===== config.mk =====
export PLATFORM = sky130hd
export DESIGN_NAME = irq_steer
export DESIGN_NICKNAME = d
export VERILOG_FILES = /design/src/rtl/irq_steer_pkg.sv /design/src/rtl/irq_steer_ctrl.sv /design/src/rtl/irq_steer_dp.sv /design/src/rtl/irq_steer.sv
export SDC_FILE = /design/constraint.sdc
export NUM_CORES = 1
export LEC_CHECK = 0
export ABC_AREA = 1
export BUFFER_PORTS_ARGS = -buffer_cell sky130_fd_sc_hd__buf_2
export CAP_MARGIN = 10
export CORE_ASPECT_RATIO = 1.25
export CORE_MARGIN = 5
export CORE_UTILIZATION = 60
export CTS_CLUSTER_SIZE = 10
export DETAILED_ROUTE_END_ITERATION = 7
export GPL_TIMING_DRIVEN = 0
export PLACE_DENSITY = 0.78
export RECOVER_POWER = 25
export SKIP_LAST_GASP = 1
export SLEW_MARGIN = 10
export SYNTH_ARGS = -nofsm -noshare
export SYNTH_HDL_FRONTEND = slang
export SYNTH_SLANG_ARGS = --single-unit

===== constraint.sdc =====
create_clock -name clk -period 3.2 [get_ports clk]
set_input_delay 0.32 -clock clk [delete_from_list [all_inputs] [get_ports clk]]
set_output_delay 0.32 -clock clk [all_outputs]
set_load 0.02 [all_outputs]

===== src/rtl/irq_steer_pkg.sv =====
package irq_steer_pkg;
  localparam int IRQ_COUNT  = 32;
  localparam int CPU_COUNT  = 2;
  localparam int CODE_W     = 4;
  localparam int LINE_COUNT = (1 << CODE_W) - 1;
  localparam int DATA_W     = 32;
  localparam int ADDR_W     = 12;
  localparam int BANK_LSB   = 8;
  localparam logic [ADDR_W-1:0] PEND_ADDR = 12'h020;
  localparam int FIELDS_PER_REG = DATA_W / CODE_W;
  localparam int ROUTE_REGS = IRQ_COUNT / FIELDS_PER_REG;
  localparam int CPU_BITS   = (CPU_COUNT > 1) ? $clog2(CPU_COUNT) : 1;
  localparam int REG_BITS   = (ROUTE_REGS > 1) ? $clog2(ROUTE_REGS) : 1;

  typedef enum logic [1:0] {
    RD_NONE  = 2'd0,
    RD_MASK  = 2'd1,
    RD_ROUTE = 2'd2,
    RD_PEND  = 2'd3
  } rd_kind_e;

  typedef struct packed {
    logic [CPU_COUNT-1:0]                 maskWr;
    logic [CPU_COUNT-1:0][ROUTE_REGS-1:0] routeWr;
    rd_kind_e                             rdKind;
    logic [CPU_BITS-1:0]                  rdCpu;
    logic [REG_BITS-1:0]                  rdReg;
  } strobe_t;
endpackage


===== src/rtl/irq_steer_ctrl.sv =====
module irq_steer_ctrl
  import irq_steer_pkg::*;
(
  input  logic              clk,
  input  logic              rstN,
  input  logic              busSel,
  input  logic              busWe,
  input  logic [ADDR_W-1:0] busAddr,
  output strobe_t           stb
);
  logic [ADDR_W-BANK_LSB-1:0] bank;
  logic [BANK_LSB-1:0]        off;
  logic [BANK_LSB-3:0]        slot;
  logic                       aligned;

  always_comb begin
    bank    = busAddr[ADDR_W-1:BANK_LSB];
    off     = busAddr[BANK_LSB-1:0];
    slot    = off[BANK_LSB-1:2];
    aligned = (off[1:0] == 2'b00);
    stb     = '0;
    if (busSel) begin
      if (busAddr == PEND_ADDR) begin
        stb.rdKind = RD_PEND;
      end else if (aligned && (int'(bank) < CPU_COUNT)) begin
        if (slot == '0) begin
          stb.rdKind = RD_MASK;
          stb.rdCpu  = CPU_BITS'(bank);
          if (busWe) stb.maskWr[CPU_BITS'(bank)] = 1'b1;
        end else if (int'(slot) <= ROUTE_REGS) begin
          stb.rdKind = RD_ROUTE;
          stb.rdCpu  = CPU_BITS'(bank);
          stb.rdReg  = REG_BITS'(slot - 1'b1);
          if (busWe) stb.routeWr[CPU_BITS'(bank)][REG_BITS'(slot - 1'b1)] = 1'b1;
        end
      end
    end
  end

  // at most one register is written per access
  p_one_write_r11: assert property (@(posedge clk) disable iff (!rstN)
    $onehot0({stb.maskWr, stb.routeWr}));

  // an access to the status word never writes a register
  p_pend_readonly_r10: assert property (@(posedge clk) disable iff (!rstN)
    (stb.rdKind == RD_PEND) |-> (stb.maskWr == '0 && stb.routeWr == '0));
endmodule


===== src/rtl/irq_steer_dp.sv =====
module irq_steer_dp
  import irq_steer_pkg::*;
(
  input  logic                             clk,
  input  logic                             rstN,
  input  logic [IRQ_COUNT-1:0]             irqIn,
  input  logic [DATA_W-1:0]                busWdata,
  input  strobe_t                          stb,
  output logic [DATA_W-1:0]                busRdata,
  output logic [CPU_COUNT*LINE_COUNT-1:0]  cpuLines
);
  logic [IRQ_COUNT-1:0]  maskQ   [CPU_COUNT];
  logic [DATA_W-1:0]     routeQ  [CPU_COUNT][ROUTE_REGS];
  logic [CODE_W-1:0]     codeOf  [CPU_COUNT][IRQ_COUNT];
  logic [IRQ_COUNT-1:0]  liveVec [CPU_COUNT];
  logic [IRQ_COUNT-1:0]  hitVec  [CPU_COUNT][LINE_COUNT];
  logic [LINE_COUNT-1:0] lineD   [CPU_COUNT];
  logic [LINE_COUNT-1:0] lineQ   [CPU_COUNT];

  for (genvar c = 0; c < CPU_COUNT; c++) begin : g_cpu
    // Field slicing: reverse register order, ascending field order inside a register
    for (genvar n = 0; n < IRQ_COUNT; n++) begin : g_irq
      assign codeOf[c][n] =
        routeQ[c][ROUTE_REGS-1-(n/FIELDS_PER_REG)][CODE_W*(n%FIELDS_PER_REG) +: CODE_W];
      assign liveVec[c][n] = (codeOf[c][n] != '0);
      for (genvar k = 0; k < LINE_COUNT; k++) begin : g_line
        assign hitVec[c][k][n] = (codeOf[c][n] == CODE_W'(k + 1));
      end
    end

    for (genvar k = 0; k < LINE_COUNT; k++) begin : g_or
      assign lineD[c][k] = |(irqIn & maskQ[c] & hitVec[c][k]);
    end

    always_ff @(posedge clk or negedge rstN) begin
      if (!rstN) begin
        maskQ[c] <= '0;
        lineQ[c] <= '0;
        for (int j = 0; j < ROUTE_REGS; j++) routeQ[c][j] <= '0;
      end else begin
        if (stb.maskWr[c]) maskQ[c] <= busWdata[IRQ_COUNT-1:0];
        for (int j = 0; j < ROUTE_REGS; j++)
          if (stb.routeWr[c][j]) routeQ[c][j] <= busWdata;
        lineQ[c] <= lineD[c];
      end
    end

    assign cpuLines[c*LINE_COUNT +: LINE_COUNT] = lineQ[c];

    // a write to the enable word is stored at the next edge
    p_mask_load_r2: assert property (@(posedge clk) disable iff (!rstN)
      stb.maskWr[c] |=> (maskQ[c] == $past(busWdata[IRQ_COUNT-1:0])));

    // with nothing both enabled and connected, every line of this CPU drops
    p_blocked_quiet_r6: assert property (@(posedge clk) disable iff (!rstN)
      ((irqIn & maskQ[c] & liveVec[c]) == '0) |=> (lineQ[c] == '0));

    // a raised line needs an enabled, asserted input one edge earlier
    p_line_source_r5: assert property (@(posedge clk) disable iff (!rstN)
      (|lineQ[c]) |-> $past(|(irqIn & maskQ[c])));

    for (genvar j = 0; j < ROUTE_REGS; j++) begin : g_hold
      // a routing register changes only through its own write strobe
      p_route_hold_r3: assert property (@(posedge clk) disable iff (!rstN)
        !stb.routeWr[c][j] |=> $stable(routeQ[c][j]));
    end
  end

  always_comb begin
    unique case (stb.rdKind)
      RD_MASK:  busRdata = DATA_W'(maskQ[stb.rdCpu]);
      RD_ROUTE: busRdata = routeQ[stb.rdCpu][stb.rdReg];
      RD_PEND:  busRdata = DATA_W'(irqIn);
      default:  busRdata = '0;
    endcase
  end
endmodule


===== src/rtl/irq_steer.sv =====
module irq_steer
  import irq_steer_pkg::*;
(
  input  logic                            clk,
  input  logic                            rstN,
  input  logic [IRQ_COUNT-1:0]            irqIn,
  input  logic                            busSel,
  input  logic                            busWe,
  input  logic [ADDR_W-1:0]               busAddr,
  input  logic [DATA_W-1:0]               busWdata,
  output logic [DATA_W-1:0]               busRdata,
  output logic [CPU_COUNT*LINE_COUNT-1:0] cpuLines
);
  strobe_t stb;

  irq_steer_ctrl u_ctrl (
    .clk     (clk),
    .rstN    (rstN),
    .busSel  (busSel),
    .busWe   (busWe),
    .busAddr (busAddr),
    .stb     (stb)
  );

  irq_steer_dp u_dp (
    .clk      (clk),
    .rstN     (rstN),
    .irqIn    (irqIn),
    .busWdata (busWdata),
    .stb      (stb),
    .busRdata (busRdata),
    .cpuLines (cpuLines)
  );
endmodule


==> flow_metrics.py, run 1 <==
metrics = {
    "run_status": {
        "outcome": "aborted with a tool error",
        "outcome.stop_stage": "global routing (5_1_grt)",
        "error_line": "[ERROR GRT-0116] Global routing finished with congestion. Check the congestion regions in the DRC Viewer.",
    },
    "clocking": {
        "htree_num_levels": 2,
        "cts_buffers": 42,
        "cts-root-buf": "sky130_fd_sc_hd__clkbuf_16",
        "cts.path.max_buffers": 3,
        "cts_num_sinks": 350,
    },
    "die": {
        "start_util_pct": 60.48,
        "horiz_die_dim_um": 198.4,
        "fp-row-count": 86,
        "top_level_ports": 142,
        "die_h_um": 245.5,
    },
    "synthesis": {
        "ys.warnings.count": 0,
        "syn_nets": 4346,
        "synth_cells": 4262,
        "synth-seq-cells": 350,
        "syn_area_um2": 26620,
        "yosysSeqAreaShare_pct": 32.90,
        "predominant_post_synthesis_flop_cell": "sky130_fd_sc_hd__dfrtp_1",
        "post_synth_num_cell_types": 37,
        "post-synth-top-area-fraction_pct": 32.90,
        "yosys_top_cell_by_area": "sky130_fd_sc_hd__dfrtp_1",
        "async_reset_ff_share_pct": 100.0,
        "synth_top_cells_by_area": "sky130_fd_sc_hd__dfrtp_1 (33%), sky130_fd_sc_hd__nand2_1 (16%), sky130_fd_sc_hd__nand3_1 (15%)",
        "synth_area_per_cell_um2": 6.245,
        "synth-edff-count": 0,
    },
    "place": {
        "buffer_ports.inserted": 141,
        "place.detailed.instances": 4978,
        "gp_congestion": 1.259,
        "hpwlAfterDp_um": 116000,
    },
    "global_routing": {
        "grt_max_degree": 115,
        "all_layer_global_routing_usage_pct": 64.26,
        "grt_overflow": 9,
        "grt_pass1_vias": 33930,
        "grt_pass1_wl_um": 229000,
    },
}
==> repair_timing <==
action,in CTS
endpoints found under the hold margin,52
setup buffers,1
setup endpoints to repair,32
resized for setup,27
hold buffers,1
pin swaps,3
cloned,0
==> synth_stat cells, drive strengths merged (35+ instances only) <==
cell	n
inv	542
nor3	159
o22ai	110
or2	35
clkinv	66
nor2	264
dfrtp	350
nand3	817
o21ai	325
clkbuf	58
nand2	1149
buf	91
nand4	194
==> kinds of logic after synthesis <==
| logic type | Yosys count | synth area share (%) |
|---|---|---|
| fa+ha+maj | 4 | 0.1880 |
| buf+inv | 757 | 11.17 |
| flops | 350 | 32.90 |
| simple gates | 2661 | 45.38 |
| compound gates | 490 | 10.36 |
==> stage by stage <==
| step | worst slack (ns) | setup TNS, ns | utilization, % | area (µm²) | hold WS (ns) |
|---|---|---|---|---|---|
| floorplan | 0.5629 | 0 | - | 26620 | 0.02441 |
| global placement | -4.799 | -1697.54 | 63.71 | 28040 | 0.4813 |
| detailed placement | -0.7873 | -46.13 | 63.92 | 28130 | 0.2786 |
| CTS | 0.01087 | 0 | 66.84 | 29420 | 0.2624 |
==> metal layers <==
metal  global-route usage, %  GRT overflow
met1                   65.86             0
met2                   84.95             4
met3                   41.06             1
met4                   64.40             4
met5                   7.407             0
==> run 2: changes to the inputs <==
--- a/config.mk
+++ b/config.mk
@@ -8,13 +8,11 @@
 export ABC_AREA = 1
 export BUFFER_PORTS_ARGS = -buffer_cell sky130_fd_sc_hd__buf_2
 export CAP_MARGIN = 10
-export CORE_ASPECT_RATIO = 1.25
 export CORE_MARGIN = 5
-export CORE_UTILIZATION = 60
-export CTS_CLUSTER_SIZE = 10
+export CORE_UTILIZATION = 40
 export DETAILED_ROUTE_END_ITERATION = 7
 export GPL_TIMING_DRIVEN = 0
-export PLACE_DENSITY = 0.78
+export PLACE_DENSITY_LB_ADDON = 0.15
 export RECOVER_POWER = 25
 export SKIP_LAST_GASP = 1
 export SLEW_MARGIN = 10
==> run 2 against run 1 <==
Effect of this change:
- the flow now finishes, with violations (capacitance limit, slew limit, setup timing)
- synthesized cell count stayed put
- synthesized area stayed put
==> flow_metrics.py, run 2 <==
metrics = {
    "run_status": {
        "outcome": "complete, but fails checks",
        "failing_checks": "capacitance limit, slew limit, setup timing",
    },
    "synthesis": {
        "post-synth-top-area-fraction_pct": 32.90,
        "yosysSeqAreaShare_pct": 32.90,
        "syn_nets": 4346,
        "synth-seq-cells": 350,
        "synth_area_per_cell_um2": 6.245,
        "predominant_post_synthesis_flop_cell": "sky130_fd_sc_hd__dfrtp_1",
        "synth_top_cells_by_area": "sky130_fd_sc_hd__dfrtp_1 (33%), sky130_fd_sc_hd__nand2_1 (16%), sky130_fd_sc_hd__nand3_1 (15%)",
        "post_synth_num_cell_types": 37,
        "yosys_top_cell_by_area": "sky130_fd_sc_hd__dfrtp_1",
        "synth.most_common_cell": "sky130_fd_sc_hd__nand2_1",
        "synth_cells": 4262,
        "syn_area_um2": 26620,
        "async_reset_ff_share_pct": 100.0,
        "ys.warnings.count": 0,
        "synth-edff-count": 0,
        "synthTopCellsByCount": "sky130_fd_sc_hd__nand2_1 (1146), sky130_fd_sc_hd__nand3_1 (804), sky130_fd_sc_hd__inv_1 (536)",
    },
    "drt": {
        "totalWireLength_um": 166400,
        "avgViaCountPerCell": 6.298,
        "detail_route.first_pass.iterations": 6,
        "detail-route-antenna-nets": 0,
        "remaining_design_rule_violation_count": 0,
        "drt-initial-drc-count": 6102,
        "post_dr_wirelength_cell_um": 31.05,
        "vias": 33760,
    },
    "timing": {
        "max_slew.worst_pin.slew_ns": 1.859,
        "timing.final.setup_violations": 1,
        "setup_ws_post_layout_ns": -0.01991,
        "finalClockSkew_ns": 0.03064,
        "grt_setup_unrepaired": "false",
        "max_freq_mhz": 310.6,
        "timing_hold_violations_final": 0,
        "max_slew_margin_pct": -23.95,
        "finalHoldWorstSlack_ns": 0.2972,
        "report.final.slew_viol_count": 61,
        "setup_total_negative_slack_ns": -0.01991,
        "timing.final.crit_period_ns": 3.220,
        "min_period_over_period_pct": 100.6,
    },
    "worst_setup_path": {
        "cpMaxStageDelayCell": "sky130_fd_sc_hd__nand3_4",
        "critical-path-max-stage-delay_ns": 0.27,
        "worst-path-max-fanout": 11,
        "cp.depth": 18,
        "critical_path_data_required_time_ns": 2.88,
        "buffers_and_inverters_on_the_worst_path": 8,
        "worst-r2r-setup-slack_ns": 0.40,
        "critical_path.startpoint_type": "input pin",
        "worst_ep_arrival_time_ns": 2.90,
        "cp_common_cell": "sky130_fd_sc_hd__nand2_1",
        "timing.critical_path.cells": "buf_2, clkinv_4, clkbuf_16, ha_4, inv_2, nand2_2, inv_2, nor2_4, nand3_4, inv_6, buf_4, nand2_1, nand3_1, nand2_1, nand2_1, nand3_1, nand2_1, buf_2",
        "timing.critical_path.to_type": "output port",
        "critical_path_class": "input pin to output port",
        "critPathTopFamily": "simple AND/OR/NAND/NOR gates",
        "worst-r2r-cell-count": 6,
    },
    "clocking": {
        "tritoncts": "built",
        "cts_buffers": 42,
        "cts_num_sinks": 350,
        "clkTransAtPathRegs_ns": 0.06,
        "cts.path.max_buffers": 3,
        "cts-root-buf": "sky130_fd_sc_hd__clkbuf_16",
        "clock_insertion_delay_worst_skew_ns": 0.60,
        "htree_num_levels": 2,
    },
    "place": {
        "place.detailed.instances": 5270,
        "hpwlAfterDp_um": 137000,
        "buffer_ports.inserted": 141,
        "gp_congestion": 1.111,
    },
    "final_layout": {
        "most-common-layout-cells": "sky130_fd_sc_hd__nand2_1 (1146), sky130_fd_sc_hd__nand3_1 (797), sky130_fd_sc_hd__inv_1 (536)",
        "post-route-util_pct": 45.96,
        "area_growth_syn_to_layout_pct": 13.73,
        "fraction_of_layout_cells_with_a_size_suffix_above_1_pct": 9.034,
        "num-fill-cells": 7209,
        "nets": 4544,
        "mostFrequentLayoutCell": "sky130_fd_sc_hd__nand2_1",
        "final-instance-count-excl-fill": 5360,
        "largest_register_ffs": 256,
    },
    "power": {
        "power_frac_clock_pct": 51.3,
        "power.density_cell_area_nw_per_um2": 334.9,
        "seqPwrFrac_pct": 44.0,
        "power.internal_mw": 7.498,
        "static-leakage-power_nw": 14.91,
        "pwr-share-comb_pct": 4.7,
        "net_switching_power_mw": 2.641,
        "total_power_consumption_of_the_routed_design_mw": 10.14,
        "switching_share_pct": 26.05,
        "ir_worst_vdd_mv": 0.4391,
    },
    "die": {
        "die_h_um": 268.0,
        "fp-row-count": 94,
        "start_util_pct": 40.41,
        "top_level_ports": 142,
        "horiz_die_dim_um": 268.0,
        "fp.coreArea_um2": 65860,
        "die_area_um2": 71810,
    },
    "job": {
        "maxCapViolations": 1,
    },
    "global_routing": {
        "all_layer_global_routing_usage_pct": 44.59,
        "grt_overflow": 0,
        "grt_pass1_vias": 30440,
        "grt_max_degree": 102,
        "grt_pass1_wl_um": 227400,
        "antenna_found_initial": 5,
    },
    "hold_path": {
        "hold_class": "input pin to flop",
        "min_path_cells": 3,
    },
}
-- run 2: cell counts after synthesis --
No cell type changed its count.
-- run 2: path summary, 6_finish.rpt --
| path | from | end |
|---|---|---|
| worst min register to register | u_dp.maskQ[1] | u_dp.maskQ[1] |
| worst min-delay path | busWdata[8] | u_dp.codeOf[148] |
| min in group asynchronous | rstN | u_dp.cpuLines[27] |
| max in group asynchronous | rstN | u_dp.codeOf[179] |
| worst max-delay path | busAddr[2] | busRdata[17] |
| worst max register to register | u_dp.maskQ[57] | u_dp.cpuLines[7] |
-- run 2: logic make-up after synthesis --
logic type                 Yosys count  share of synthesized area (%)
and+or+nand+nor                   2661                          45.38
buffers and inverters              757                          11.17
AOI/OAI and AO/OA                  490                          10.36
DFF                                350                          32.90
adders and majority gates            4                         0.1880
-- run 2: routing by layer --
| layer | up-vias | part of all wire [%] | routed length, µm | global-route usage, % |
|---|---|---|---|---|
| met3 | 434 | 16 | 25840 | 17.11 |
| met2 | 2555 | 39 | 65670 | 62.02 |
| met5 | - | 0.0078 | 13 | 0 |
| met1 | 16090 | 39 | 65490 | 61.73 |
| met4 | 2 | 5.7 | 9441 | 19.35 |
| li1 | 14680 | - | - | - |
-- run 2: power groups by stage --
| stage | Clock (mW) | Sequential [mW] | Combinational, mW |
|---|---|---|---|
| finish | 5.20 | 4.46 | 0.474 |
| detailed placement | 0 | 4.54 | 0.445 |
| global route | 5.36 | 4.46 | 0.492 |
| global placement | 0 | 4.54 | 0.428 |
| CTS | 5.16 | 4.46 | 0.456 |
| floorplan | 0 | 4.53 | 0.126 |
-- run 2: cell type report --
class	instances	area [µm²]	share of cell area (%)
well taps	864	1081	3.571
repair buffers	155	877.1	2.897
clock buffers	55	1191	3.935
clock inverters	23	267.8	0.8845
multi-input cells	3156	15000	49.54
plain buffers	147	802.0	2.649
inverters	608	2292	7.572
diodes	2	5.005	0.01653
flip-flops and latches	350	8758	28.93
-- run 2: worst reg2reg max path, cell delays in order, from the launching register on --
cell and delay (ns):
sky130_fd_sc_hd__dfrtp_1 0.40, sky130_fd_sc_hd__nand2_1 0.42, sky130_fd_sc_hd__clkinv_1 0.41, sky130_fd_sc_hd__nand3_1 0.19, sky130_fd_sc_hd__nand4_1 0.11, sky130_fd_sc_hd__nor4_1 0.92
sky130_fd_sc_hd__nand2_1 0.17
-- run 2: timing repair --
item                                    CTS  global route
cloned                                    1             1
setup buffers                             5             4
hold buffers                              1             0
endpoints found under the setup margin   52            32
gates resized for setup                  41            33
pin swaps                                 3             6
hold endpoints to repair                 59             0
-- run 2: per-stage QoR --
stage / area (µm²) / setup slack (ns)
CTS: 30150 / 0.004228
floorplan: 26620 / 0.5629
global placement: 28400 / -5.396
detailed placement: 28500 / -1.069
finish: 30270 / -0.01991
global route: 30270 / 0.001114
Note: power is estimated with default switching activity, not from simulation.
==> run 3: changes to the inputs <==
--- a/config.mk
+++ b/config.mk
@@ -18,4 +18,5 @@
 export SLEW_MARGIN = 10
 export SYNTH_ARGS = -nofsm -noshare
 export SYNTH_HDL_FRONTEND = slang
+export SYNTH_HIERARCHICAL = 1
 export SYNTH_SLANG_ARGS = --single-unit
==> run 3 against run 2 <==
Effect of this change:
- maximum frequency is essentially flat
- sequential power about the same
- via count is 0.55% higher
- flip-flop and latch count unchanged
- largest cell class unchanged
- synthesized cell count is 10% higher
- clock power rose by 10%
- the run ends with DRC, capacitance limit, slew limit, setup timing left
- cell count up 8.0%
- global-route usage rose by 0.19 points
- wire length grew 4.0%
==> flow_metrics.py, run 3 <==
metrics = {
    "run_status": {
        "outcome": "complete, but fails checks",
        "failing_checks": "DRC, capacitance limit, slew limit, setup timing",
    },
    "place": {
        "gp_congestion": 1.123,
        "place.detailed.instances": 5698,
        "hpwlAfterDp_um": 142400,
        "buffer_ports.inserted": 109,
        "dpl_cell_area_um2": 29340,
    },
    "final_layout": {
        "num-fill-cells": 7658,
        "mostFrequentLayoutCell": "sky130_fd_sc_hd__nand2_1",
        "fraction_of_layout_cells_with_a_size_suffix_above_1_pct": 7.239,
        "post-route-util_pct": 45.43,
        "area_growth_syn_to_layout_pct": 12.83,
        "most-common-layout-cells": "sky130_fd_sc_hd__nand2_1 (1461), sky130_fd_sc_hd__nand3_1 (886), sky130_fd_sc_hd__nor2_1 (721)",
        "nets": 4953,
        "final-instance-count-excl-fill": 5790,
        "largest_register_ffs": 256,
        "post-route-cell-area_um2": 31100,
    },
    "global_routing": {
        "antenna_found_initial": 6,
        "grt_pass1_wl_um": 233000,
        "grt_overflow": 0,
        "all_layer_global_routing_usage_pct": 44.79,
        "grt_pass1_vias": 31160,
        "grt_max_degree": 101,
    },
    "timing": {
        "setup_ws_post_layout_ns": -0.02134,
        "max_slew_margin_pct": -17.73,
        "timing.final.setup_violations": 2,
        "grt_setup_unrepaired": "true",
        "timing_hold_violations_final": 0,
        "setup_total_negative_slack_ns": -0.03534,
        "max_slew.worst_pin.slew_ns": 1.766,
        "timing.final.crit_period_ns": 3.221,
        "report.final.slew_viol_count": 175,
        "min_period_over_period_pct": 100.7,
        "finalClockSkew_ns": 0.02748,
        "max_freq_mhz": 310.4,
        "finalHoldWorstSlack_ns": 0.1637,
    },
    "clocking": {
        "clock_insertion_delay_worst_skew_ns": 0.61,
        "cts_buffers": 46,
        "htree_num_levels": 2,
        "cts-root-buf": "sky130_fd_sc_hd__clkbuf_16",
        "clkTransAtPathRegs_ns": 0.06,
        "cts_num_sinks": 350,
        "tritoncts": "built",
        "cts.path.max_buffers": 3,
    },
    "drt": {
        "drt-initial-drc-count": 4712,
        "avgViaCountPerCell": 5.862,
        "post_dr_wirelength_cell_um": 29.90,
        "detail_route.first_pass.iterations": 8,
        "detail-route-antenna-nets": 0,
        "totalWireLength_um": 173100,
        "vias": 33940,
        "remaining_design_rule_violation_count": 1,
    },
    "synthesis": {
        "syn_nets": 4787,
        "synth_top_cells_by_area": "sky130_fd_sc_hd__dfrtp_1 (32%), sky130_fd_sc_hd__nand2_1 (20%), sky130_fd_sc_hd__nand3_1 (16%)",
        "synth_area_per_cell_um2": 5.861,
        "synth_cells": 4703,
        "predominant_post_synthesis_flop_cell": "sky130_fd_sc_hd__dfrtp_1",
        "synth-seq-cells": 350,
        "async_reset_ff_share_pct": 100.0,
        "syn_area_um2": 27570,
        "synth-edff-count": 0,
        "yosysSeqAreaShare_pct": 31.77,
        "yosys_top_cell_by_area": "sky130_fd_sc_hd__dfrtp_1",
        "ys.warnings.count": 6,
        "post_synth_num_cell_types": 25,
        "post-synth-top-area-fraction_pct": 31.77,
        "synth.most_common_cell": "sky130_fd_sc_hd__nand2_1",
        "synthTopCellsByCount": "sky130_fd_sc_hd__nand2_1 (1462), sky130_fd_sc_hd__nand3_1 (888), sky130_fd_sc_hd__nor2_1 (723)",
    },
    "worst_setup_path": {
        "critical_path.startpoint_type": "input pin",
        "timing.critical_path.to_type": "output port",
        "worstReg2RegStart": "u_dp/maskQ[60]",
        "critical_path_data_required_time_ns": 2.88,
        "worst-r2r-cell-count": 9,
        "rr_endpoint": "u_dp/cpuLines[13]",
        "worst_ep_arrival_time_ns": 2.90,
        "worst-path-max-fanout": 10,
        "worst-r2r-setup-slack_ns": 0.91,
        "critical_path_class": "input pin to output port",
        "crit_start": "busAddr[3]",
        "endpoint": "busRdata[4]",
    },
    "power": {
        "power.density_cell_area_nw_per_um2": 351.0,
        "static-leakage-power_nw": 17.18,
        "ir_worst_vdd_mv": 0.4465,
    },
    "die": {
        "die_area_um2": 74270,
        "die_h_um": 272.5,
        "top_level_ports": 142,
        "start_util_pct": 40.26,
        "horiz_die_dim_um": 272.5,
        "fp-row-count": 96,
        "fp.coreArea_um2": 68470,
    },
    "job": {
        "maxCapViolations": 3,
    },
    "hold_path": {
        "hold_class": "input pin to flop",
    },
}
-- run 3: cell families (layout without fill, tap and decap cells) --
family | after synthesis | in the layout | share of synthesized area (%)
DFF | 350 | 350 | 31.77
and+or+nand+nor | 3086 | 3086 | 46.26
buffers and inverters | 685 | 886 | 9.990
AOI/OAI and AO/OA | 546 | 546 | 10.49
other | 0 | 4 | 0
adders and majority gates | 4 | 4 | 0.1816
muxes | 32 | 32 | 1.307
-- run 3: cell type report --
type / count / area (µm²) / share of cell area [%]
clock inverters: 20 / 320.3 / 1.030
repair buffers: 118 / 638.1 / 2.052
inverters: 473 / 1777 / 5.712
diodes: 4 / 10.01 / 0.03218
well taps: 882 / 1104 / 3.548
multi-input cells: 3668 / 16120 / 51.84
plain buffers: 212 / 1077 / 3.464
clock buffers: 63 / 1296 / 4.167
flip-flops and latches: 350 / 8758 / 28.16
-- run 3: worst min-delay path by stage --
stage,startpoint,endpoint,slack (ns),cells after the start
2_1_floorplan,rstN,u_dp/codeOf[0],0.02,0
3_3_place_gp,u_dp/maskQ[37],u_dp/maskQ[37],0.50,1
3_5_place_dp,rstN,u_dp/codeOf[85],0.36,1
4_1_cts,busWdata[3],u_dp/codeOf[255],0.12,3
5_1_grt,busWdata[3],u_dp/codeOf[223],0.17,3
6_report,busWdata[3],u_dp/codeOf[223],0.16,3
-- run 3: worst max-delay path: stages --
cell and delay (ns):
sky130_fd_sc_hd__buf_2 0.11, sky130_fd_sc_hd__inv_1 0.12, sky130_fd_sc_hd__ha_4 0.16, sky130_fd_sc_hd__nor2_1 0.05, sky130_fd_sc_hd__nor2_2 0.14, sky130_fd_sc_hd__nand2_1 0.11
sky130_fd_sc_hd__nor3_4 0.27, sky130_fd_sc_hd__clkbuf_1 0.56, sky130_fd_sc_hd__o21ai_0 0.32, sky130_fd_sc_hd__nand3_1 0.18, sky130_fd_sc_hd__nand3_1 0.14, sky130_fd_sc_hd__nand3_1 0.20
sky130_fd_sc_hd__buf_2 0.21
-- run 3: per-layer routing --
metal	vias to the layer above	share of wire, %	track usage [%]
met2	2149	42	67.34
met3	602	9.8	10.17
li1	15450	-	-
met5	-	0.024	0.06579
met4	6	12	43.03
met1	15740	36	52.19
-- run 3: what timing repair did --
| item | in CTS | in global routing |
|---|---|---|
| endpoints found under the hold margin | 87 | 0 |
| hold buffers | 1 | 0 |
| pin swaps | 2 | 7 |
| setup buffers | 0 | 1 |
| resized for setup | 42 | 30 |
| gates cloned | 0 | 1 |
| setup endpoints to repair | 32 | 28 |
-- run 3: report_power, final --
group | switching (mW) | total, mW | internal [mW]
clock network | 2.25 | 5.73 | 3.48
registers | 0.0313 | 4.48 | 4.45
logic | 0.602 | 0.711 | 0.109
-- run 3: per-stage QoR --
step                      setup WS [ns]  power, mW
after global placement           -5.329      5.215
final                          -0.02134      10.92
after detailed placement        -0.4850      5.233
after global routing           -0.03201      11.14
after CTS                      -0.02301      10.90
after floorplan                  0.7557      4.786
